**src/rtl/qbport_pkg.sv**
```systemverilog
package qbport_pkg;
  localparam int PORT_W = 8;
  localparam int IDX_W  = $clog2(PORT_W);

  typedef struct packed {
    logic             loadByte;
    logic             loadBit;
    logic [IDX_W-1:0] bitIdx;
    logic             bitVal;
    logic             readLatch;
  } strobe_t;
endpackage

```
**src/rtl/qbport_ctrl.sv**
```systemverilog
module qbport_ctrl
  import qbport_pkg::*;
(
  input  logic             wrEn,
  input  logic             bitEn,
  input  logic [IDX_W-1:0] bitSel,
  input  logic             bitVal,
  input  logic             rdRmw,
  output strobe_t          strobe
);
  always_comb begin
    strobe.loadByte  = wrEn;
    strobe.loadBit   = bitEn && !wrEn;  // byte write wins over bit modify
    strobe.bitIdx    = bitSel;
    strobe.bitVal    = bitVal;
    strobe.readLatch = rdRmw;
  end
endmodule

```
**src/rtl/qbport_dp.sv**
```systemverilog
module qbport_dp
  import qbport_pkg::*;
#(
  parameter int SYNC_STAGES  = 2,
  parameter int PULSE_CYCLES = 2
)(
  input  logic              clk,
  input  logic              rstN,
  input  strobe_t           strobe,
  input  logic [PORT_W-1:0] wrData,
  input  logic [PORT_W-1:0] padIn,
  output logic [PORT_W-1:0] rdData,
  output logic [PORT_W-1:0] pullDownEn,
  output logic [PORT_W-1:0] strongUpEn,
  output logic [PORT_W-1:0] keeperEn,
  output logic [PORT_W-1:0] weakUpEn
);
  localparam int CNT_W = $clog2(PULSE_CYCLES + 1);
  localparam logic [CNT_W-1:0] CNT_LOAD = CNT_W'(PULSE_CYCLES);

  logic [PORT_W-1:0] latchQ;
  logic [PORT_W-1:0] latchNext;
  logic [PORT_W-1:0] riseMask;
  logic [PORT_W-1:0] fallMask;
  logic [PORT_W-1:0] pinSync;
  logic [PORT_W-1:0] syncQ [SYNC_STAGES];

  // Next latch value: whole byte or a read-modify-write of one bit
  always_comb begin
    latchNext = latchQ;
    if (strobe.loadByte)
      latchNext = wrData;
    else if (strobe.loadBit)
      latchNext[strobe.bitIdx] = strobe.bitVal;
  end

  assign riseMask = latchNext & ~latchQ;
  assign fallMask = latchQ & ~latchNext;

  always_ff @(posedge clk or negedge rstN) begin
    if (!rstN) latchQ <= '1;
    else       latchQ <= latchNext;
  end

  // Pin synchroniser chain
  generate
    for (genvar s = 0; s < SYNC_STAGES; s++) begin : gSync
      always_ff @(posedge clk or negedge rstN) begin
        if (!rstN) syncQ[s] <= '1;
        else if (s == 0) syncQ[s] <= padIn;
        else syncQ[s] <= syncQ[(s == 0) ? 0 : s-1];
      end
    end
  endgenerate
  assign pinSync = syncQ[SYNC_STAGES-1];

  // Per-bit strong pull-up pulse timers
  generate
    for (genvar b = 0; b < PORT_W; b++) begin : gPulse
      logic [CNT_W-1:0] cntQ;
      always_ff @(posedge clk or negedge rstN) begin
        if (!rstN)                cntQ <= '0;
        else if (riseMask[b])     cntQ <= CNT_LOAD;
        else if (fallMask[b])     cntQ <= '0;
        else if (cntQ != '0)      cntQ <= cntQ - 1'b1;
      end
      assign strongUpEn[b] = (cntQ != '0);
    end
  endgenerate

  assign pullDownEn = ~latchQ;
  assign weakUpEn   = latchQ;
  assign keeperEn   = pinSync & latchQ;
  assign rdData     = strobe.readLatch ? latchQ : pinSync;
endmodule

```
**src/rtl/qbport_top.sv**
```systemverilog
module qbport_top
  import qbport_pkg::*;
(
  input  logic              clk,
  input  logic              rstN,
  input  logic              wrEn,
  input  logic [PORT_W-1:0] wrData,
  input  logic              bitEn,
  input  logic [IDX_W-1:0]  bitSel,
  input  logic              bitVal,
  input  logic              rdRmw,
  output logic [PORT_W-1:0] rdData,
  input  logic [PORT_W-1:0] padIn,
  output logic [PORT_W-1:0] pullDownEn,
  output logic [PORT_W-1:0] strongUpEn,
  output logic [PORT_W-1:0] keeperEn,
  output logic [PORT_W-1:0] weakUpEn
);
  strobe_t strobe;

  qbport_ctrl uCtrl (
    .wrEn   (wrEn),
    .bitEn  (bitEn),
    .bitSel (bitSel),
    .bitVal (bitVal),
    .rdRmw  (rdRmw),
    .strobe (strobe)
  );

  qbport_dp #(.SYNC_STAGES(2), .PULSE_CYCLES(2)) uDp (
    .clk        (clk),
    .rstN       (rstN),
    .strobe     (strobe),
    .wrData     (wrData),
    .padIn      (padIn),
    .rdData     (rdData),
    .pullDownEn (pullDownEn),
    .strongUpEn (strongUpEn),
    .keeperEn   (keeperEn),
    .weakUpEn   (weakUpEn)
  );
endmodule

```
**config.mk**
```make
export PLATFORM = sky130hd
export DESIGN_NAME = qbport_top
export DESIGN_NICKNAME = d
export VERILOG_FILES = /design/src/rtl/qbport_pkg.sv /design/src/rtl/qbport_ctrl.sv /design/src/rtl/qbport_dp.sv /design/src/rtl/qbport_top.sv
export SDC_FILE = /design/constraint.sdc
export NUM_CORES = 1
export LEC_CHECK = 0
export ABC_AREA = 1
export BUFFER_PORTS_ARGS = -buffer_cell sky130_fd_sc_hd__buf_4
export CORE_ASPECT_RATIO = 0.75
export CORE_MARGIN = 5
export CORE_UTILIZATION = 31
export CTS_CLUSTER_DIAMETER = 100
export DETAILED_ROUTE_END_ITERATION = 6
export SYNTH_ARGS = -nofsm -noshare
export SYNTH_HDL_FRONTEND = slang
export SYNTH_SLANG_ARGS = --single-unit
export TNS_END_PERCENT = 20
```
**constraint.sdc**
```tcl
create_clock -name clk -period 3.1 [get_ports clk]
set_input_delay 0 -clock clk [delete_from_list [all_inputs] [get_ports clk]]
set_output_delay 0 -clock clk [all_outputs]
set_load 0.05 [all_outputs]
```
# --- After elaboration in Yosys (flattened, before gate mapping) ---
# Cells that the tools add are included.
word_totals:
  register_bits: 40
  latch_bits: 0
  ramBits: 0
  romBits: 0
  word_cells: 75
  memories: 0
op_classes:
  addsub: 8
  mul: 0
  n_div: 0
  n_lt_le_gt_ge: 2
  eq_ne: 0
  shift: 0
  n_mux: 30
  bitwise: 5
  n_reduce_logical: 19
op_table:
  columns: ["cell", "n"]
  rows:
  - ["2-bit two-way mux", 24]
  - ["8-bit AND", 3]
  - ["8-bit two-way mux", 3]
  - ["3-bit nonzero test", 8]
  - ["8-bit NOT", 2]
  - ["2-bit nonzero test", 8]
  - ["2-bit by 1-bit subtractor with 2-bit output, second input constant", 8]
  - ["8-bit bitwise mux", 1]
  - ["3-bit by 4-bit less-than comparator with 1-bit output, second input constant", 1]
  - ["1-bit demux with 3-bit select", 1]
  - ["3-bit by 1-bit greater-or-equal comparator with 1-bit output, second input constant", 1]
  - ["1-bit logical AND", 2]
  - ["1-bit zero test", 1]
  - ["1-bit two-way mux", 1]

# --- Longest topological paths before layout ---
logic_depth:
  ltp_word: 11
  ltp_mapped: 11

# --- Cells and area by module ---
# A second synthesis with hierarchy kept.
unflattened:
  hier_cells: 250
  area_unflattened_um2: 2078.2
modules_own_cells:
  columns: ["module", "n_inst", "cells_each", "area_each_um2", "seq_area_each_um2"]
  rows:
  - ["qbport_dp", 1, 242, 2023.2, 1031.0]
  - ["qbport_ctrl", 1, 8, 55.1, 0.0]

# --- Worst setup path after synthesis ---
# Ideal clock, no wire load.
synth_timing:
  path_kind: "register -> output"
  start: "reg uDp.latchQ[1] (netlist: uDp.weakUpEn[1])"
  end: "out rdData[1]"
  arrival_ns: 1.860
  t_required_ns: 3.100
  slack_ns: 1.240
  stages_incl_launch_ff: 3
  cell_sequence: "dfstp_2 -> inv_1 -> a21oi_1"
synth_via:
  elab_chain_cells: 1
synth_rtl:
  columns: ["item", "line_no", "text"]
  rows:
  - ["start, declared", "qbport_dp.sv:21", "logic [PORT_W-1:0] latchQ;"]
  - ["start signal, assigned", "qbport_dp.sv:42", "else latchQ <= latchNext;"]
  - ["8-bit two-way mux", "qbport_dp.sv:74", "assign rdData = strobe.readLatch ? latchQ : pinSync;"]
  - ["end, declared", "qbport_top.sv:12", "output logic [PORT_W-1:0] rdData,"]
# Every way passes these cells.

# --- Final worst setup path ---
layout_timing:
  start: "reg uDp.latchQ[3] (netlist: uDp.weakUpEn[3])"
  end: "out rdData[3]"
# Same word-level chain as after synthesis.

==> summary.txt <==
Cells and area
  – FILL cells: 656
  – Finished layout cell area: 3050 µm²
  – Non-filler cells, final: 449
  – # diodes: 0
  – Net count, final: 383
  – P&R area growth vs syn: 38.4%
  – Share of layout cells above drive strength 1: 0.396

Timing
  – Final setup fails: 0
  – Slew HR: 0.661
  – Min Tclk post-route: about 1.3 ns
  – Final Skew: about 0.0044 ns
  – RSZ-0062 raised after global routing: no
  – Fmax: 0.753 GHz
  – Final Slew Violations: 0
  – Setup TNS: 0 ns
  – Worst-Margin Slew: 0.509 ns
  – Final WS setup: approximately 1.8 ns
  – Period utilisation layout: 0.428
  – Final hold vios: 0

Clock network
  – Clk_lat worst skew: about 0.28 ns
  – Clock Tree Root: clkbuf_8
  – Clock sinks: 40
  – Reg clk slew, reported paths: 0.08 ns
  – Clock Tree Buf Depth: 2
  – H-tree levels: 2
  – Inserted Clock Buffers: 5
  – Number of post-CTS setup repair buffers: 0
  – CTS tree: done

Worst setup path
  – CP max FO: 4
  – Reg2reg end: uDp.gPulse[2].cntQ[0]
  – Crit-path cells: inv_1 > a21oi_1 > buf_4
  – Worst r2r path cells: 7
  – CP Launch Type: flop
  – WS Path Type: flop to output pin
  – Peak per-stage delay on the critical path: 0.56 ns
  – R2R Setup Slk: 1.92 ns
  – Critical path required time: 3.10 ns
  – CP Capture Type: output pin
  – Reg2reg start: uDp.weakUpEn[2]
  – Slowest CP cell: dfstp_2
  – Critical path data arrival time: 1.33 ns

Synth
  – Total of warnings raised by yosys: 0
  – Yosys cell types: 20
  – Synth area leaders: dfstp_2, dfrtp_1, nand2_1, inv_1, ha_1
  – Number of flops mapped to enable cells by yosys: 0
  – Post-synthesis cell count: 265
  – Syn_nets: 298
  – Register area share after synthesis: 0.467
  – Ys flop type: dfstp_2
  – Cell area after synthesis: 2210 µm²
  – Count leader, synth: nand2_1
  – Share of the synthesized area in the top cell type: 0.286
  – Syn Area/Cell: 8.32 µm²
  – Seq cells post-synth: 40
  – Leading post-synthesis cells by instance count: nand2_1, inv_1, dfstp_2
  – Async S/R FF share, synth: 1.00
  – Largest area contributor in the netlist: dfstp_2

Global route
  – Total grt overflow: 0
  – Total GRT Usage: 0.120
  – Initial antenna violation count: 0
  – Vias in the first global route: approximately 1900
  – Pin count of the biggest net entering global routing: a little over 40
  – Global-route wire length before repair: 8750 µm

Floorplan
  – Die ar.: 8920 µm²
  – Std-Cell Rows: 26
  – Starting density of the core: 0.321
  – Die Wd: between 100 and 150 µm
  – Die height: 83.1 µm
  – IO Count: between 60 and 70
  – Core Box Area: between 6000 and 7000 µm²

Power
  – LEAKAGE: 1.66 nW
  – Maximum vdd drop: 0.376 mV
  – Cell Pwr Density: 760 nW/µm²
  – Total power: 2.32 mW

Outcome
  – Status: complete, no violations

Route
  – Post-route ant nets: 0
  – Vias post-DR: between 1500 and 2000
  – Wire per inst: 11.3 µm
  – Total wire length: just over 5000 µm
  – DRT Pass-1 Iters: 4
  – Residual DRC count: 0
  – Drt initial violations: between 40 and 50
  – Vias per cell: 4.07

Placed design
  – Place WS: 1.92 ns
  – Dpl hpwl: 3790 µm
  – Placed Cells incl. Taps: 424
  – # port buffers: 64
  – Placement Cell Area: 2790 µm²
  – Gpl congestion: 0.714

Hold path
  – Worst hold stages: 3
  – Worst min path class: input port to flop
  – Hold worst-path end: uDp.weakUpEn[7]
  – Critical hold path startpoint: wrEn

Job
  – Max-cap violations: 0
## per-layer routing
metal | up-vias | wire length (µm) | global-route usage
met3 | 2 | 348 | 0.0372
met1 | 822 | 2540 | 0.165
met2 | 48 | 2160 | 0.190
li1 | 957 | - | -
met5 | - | 0 | 0
met4 | 0 | 16 | 0.0206
## cell families after synthesis
group	Yosys count	share of synthesized area
buf+inv	65	0.120
fa+ha+maj	8	0.0454
xor+xnor	8	0.0318
flops	40	0.467
simple gates	128	0.299
compound gates	16	0.0363
## area by class of cell
cell class / count / area (µm²) / area share
sequential: 40 / 1030 / 0.338
multi-input combinational: 160 / 911 / 0.298
timing repair buffer: 81 / 651 / 0.213
inverter: 62 / 245 / 0.0803
tap: 98 / 123 / 0.0402
clock buffer: 6 / 82.6 / 0.0270
clock inverter: 2 / 10.0 / 0.00328
## power by group
part           total, mW  internal (mW)  switching, mW
combinational       1.23          0.443          0.790
sequential         0.734          0.664         0.0706
clock              0.353          0.178          0.176
## cells in the final DEF (no fill, tap or decap)
| master | Yosys | final |
|---|---|---|
| a21oi_1 | 8 | 8 |
| buf_4 | 0 | 64 |
| clkbuf_8 | 0 | 6 |
| clkinv_2 | 0 | 2 |
| dfrtp_1 | 16 | 16 |
| dfstp_2 | 24 | 24 |
| dlygate4sd3_1 | 0 | 17 |
| ha_1 | 8 | 8 |
| inv_1 | 53 | 53 |
| inv_12 | 1 | 1 |
| inv_2 | 8 | 8 |
| nand2_1 | 65 | 65 |
| nand2_2 | 15 | 15 |
| nand2_8 | 1 | 1 |
| nand3_1 | 16 | 16 |
| nand3_2 | 9 | 9 |
| nor2_1 | 13 | 13 |
| nor2_2 | 7 | 7 |
| nor2_8 | 2 | 2 |
| o21ai_0 | 8 | 8 |
| xnor2_1 | 7 | 7 |
| xor2_1 | 1 | 1 |
## state kept, by name, summed over array words and instances (netlist names)
name             count
uDp.gPulse.cntQ     16
uDp.pinSync          8
uDp.syncQ            8
uDp.weakUpEn         8
## metrics by stage
step | hold slack [ns] | util
after floorplan | -0.296 | -
after global placement | 0.0104 | 0.406
after detailed placement | 0.0150 | 0.406
after CTS | 0.0722 | 0.445
after global routing | 0.0786 | 0.445
final | 0.0834 | 0.445
## worst max-delay path, delay by kind of cell, from the launching register on
family          cells  cell delay (ns)
compound gates      1             0.16
buf+inv             2             0.32
flops               1             0.56
## worst max path at each step
stage | endpoint | from
after global routing | rdData[3] | uDp.weakUpEn[3]
final | rdData[3] | uDp.weakUpEn[3]
after global placement | uDp.gPulse[2].cntQ[0] | uDp.weakUpEn[2]
after detailed placement | uDp.gPulse[2].cntQ[0] | uDp.weakUpEn[2]
after CTS | rdData[3] | uDp.weakUpEn[3]
after floorplan | rdData[1] | uDp.weakUpEn[1]
## repair_timing
item / in CTS / in global routing
endpoints found under the hold margin: 32 / 0
gates resized for setup: 0 / 0
hold buffers: 17 / 0
(Power assumes the default switching activity.)
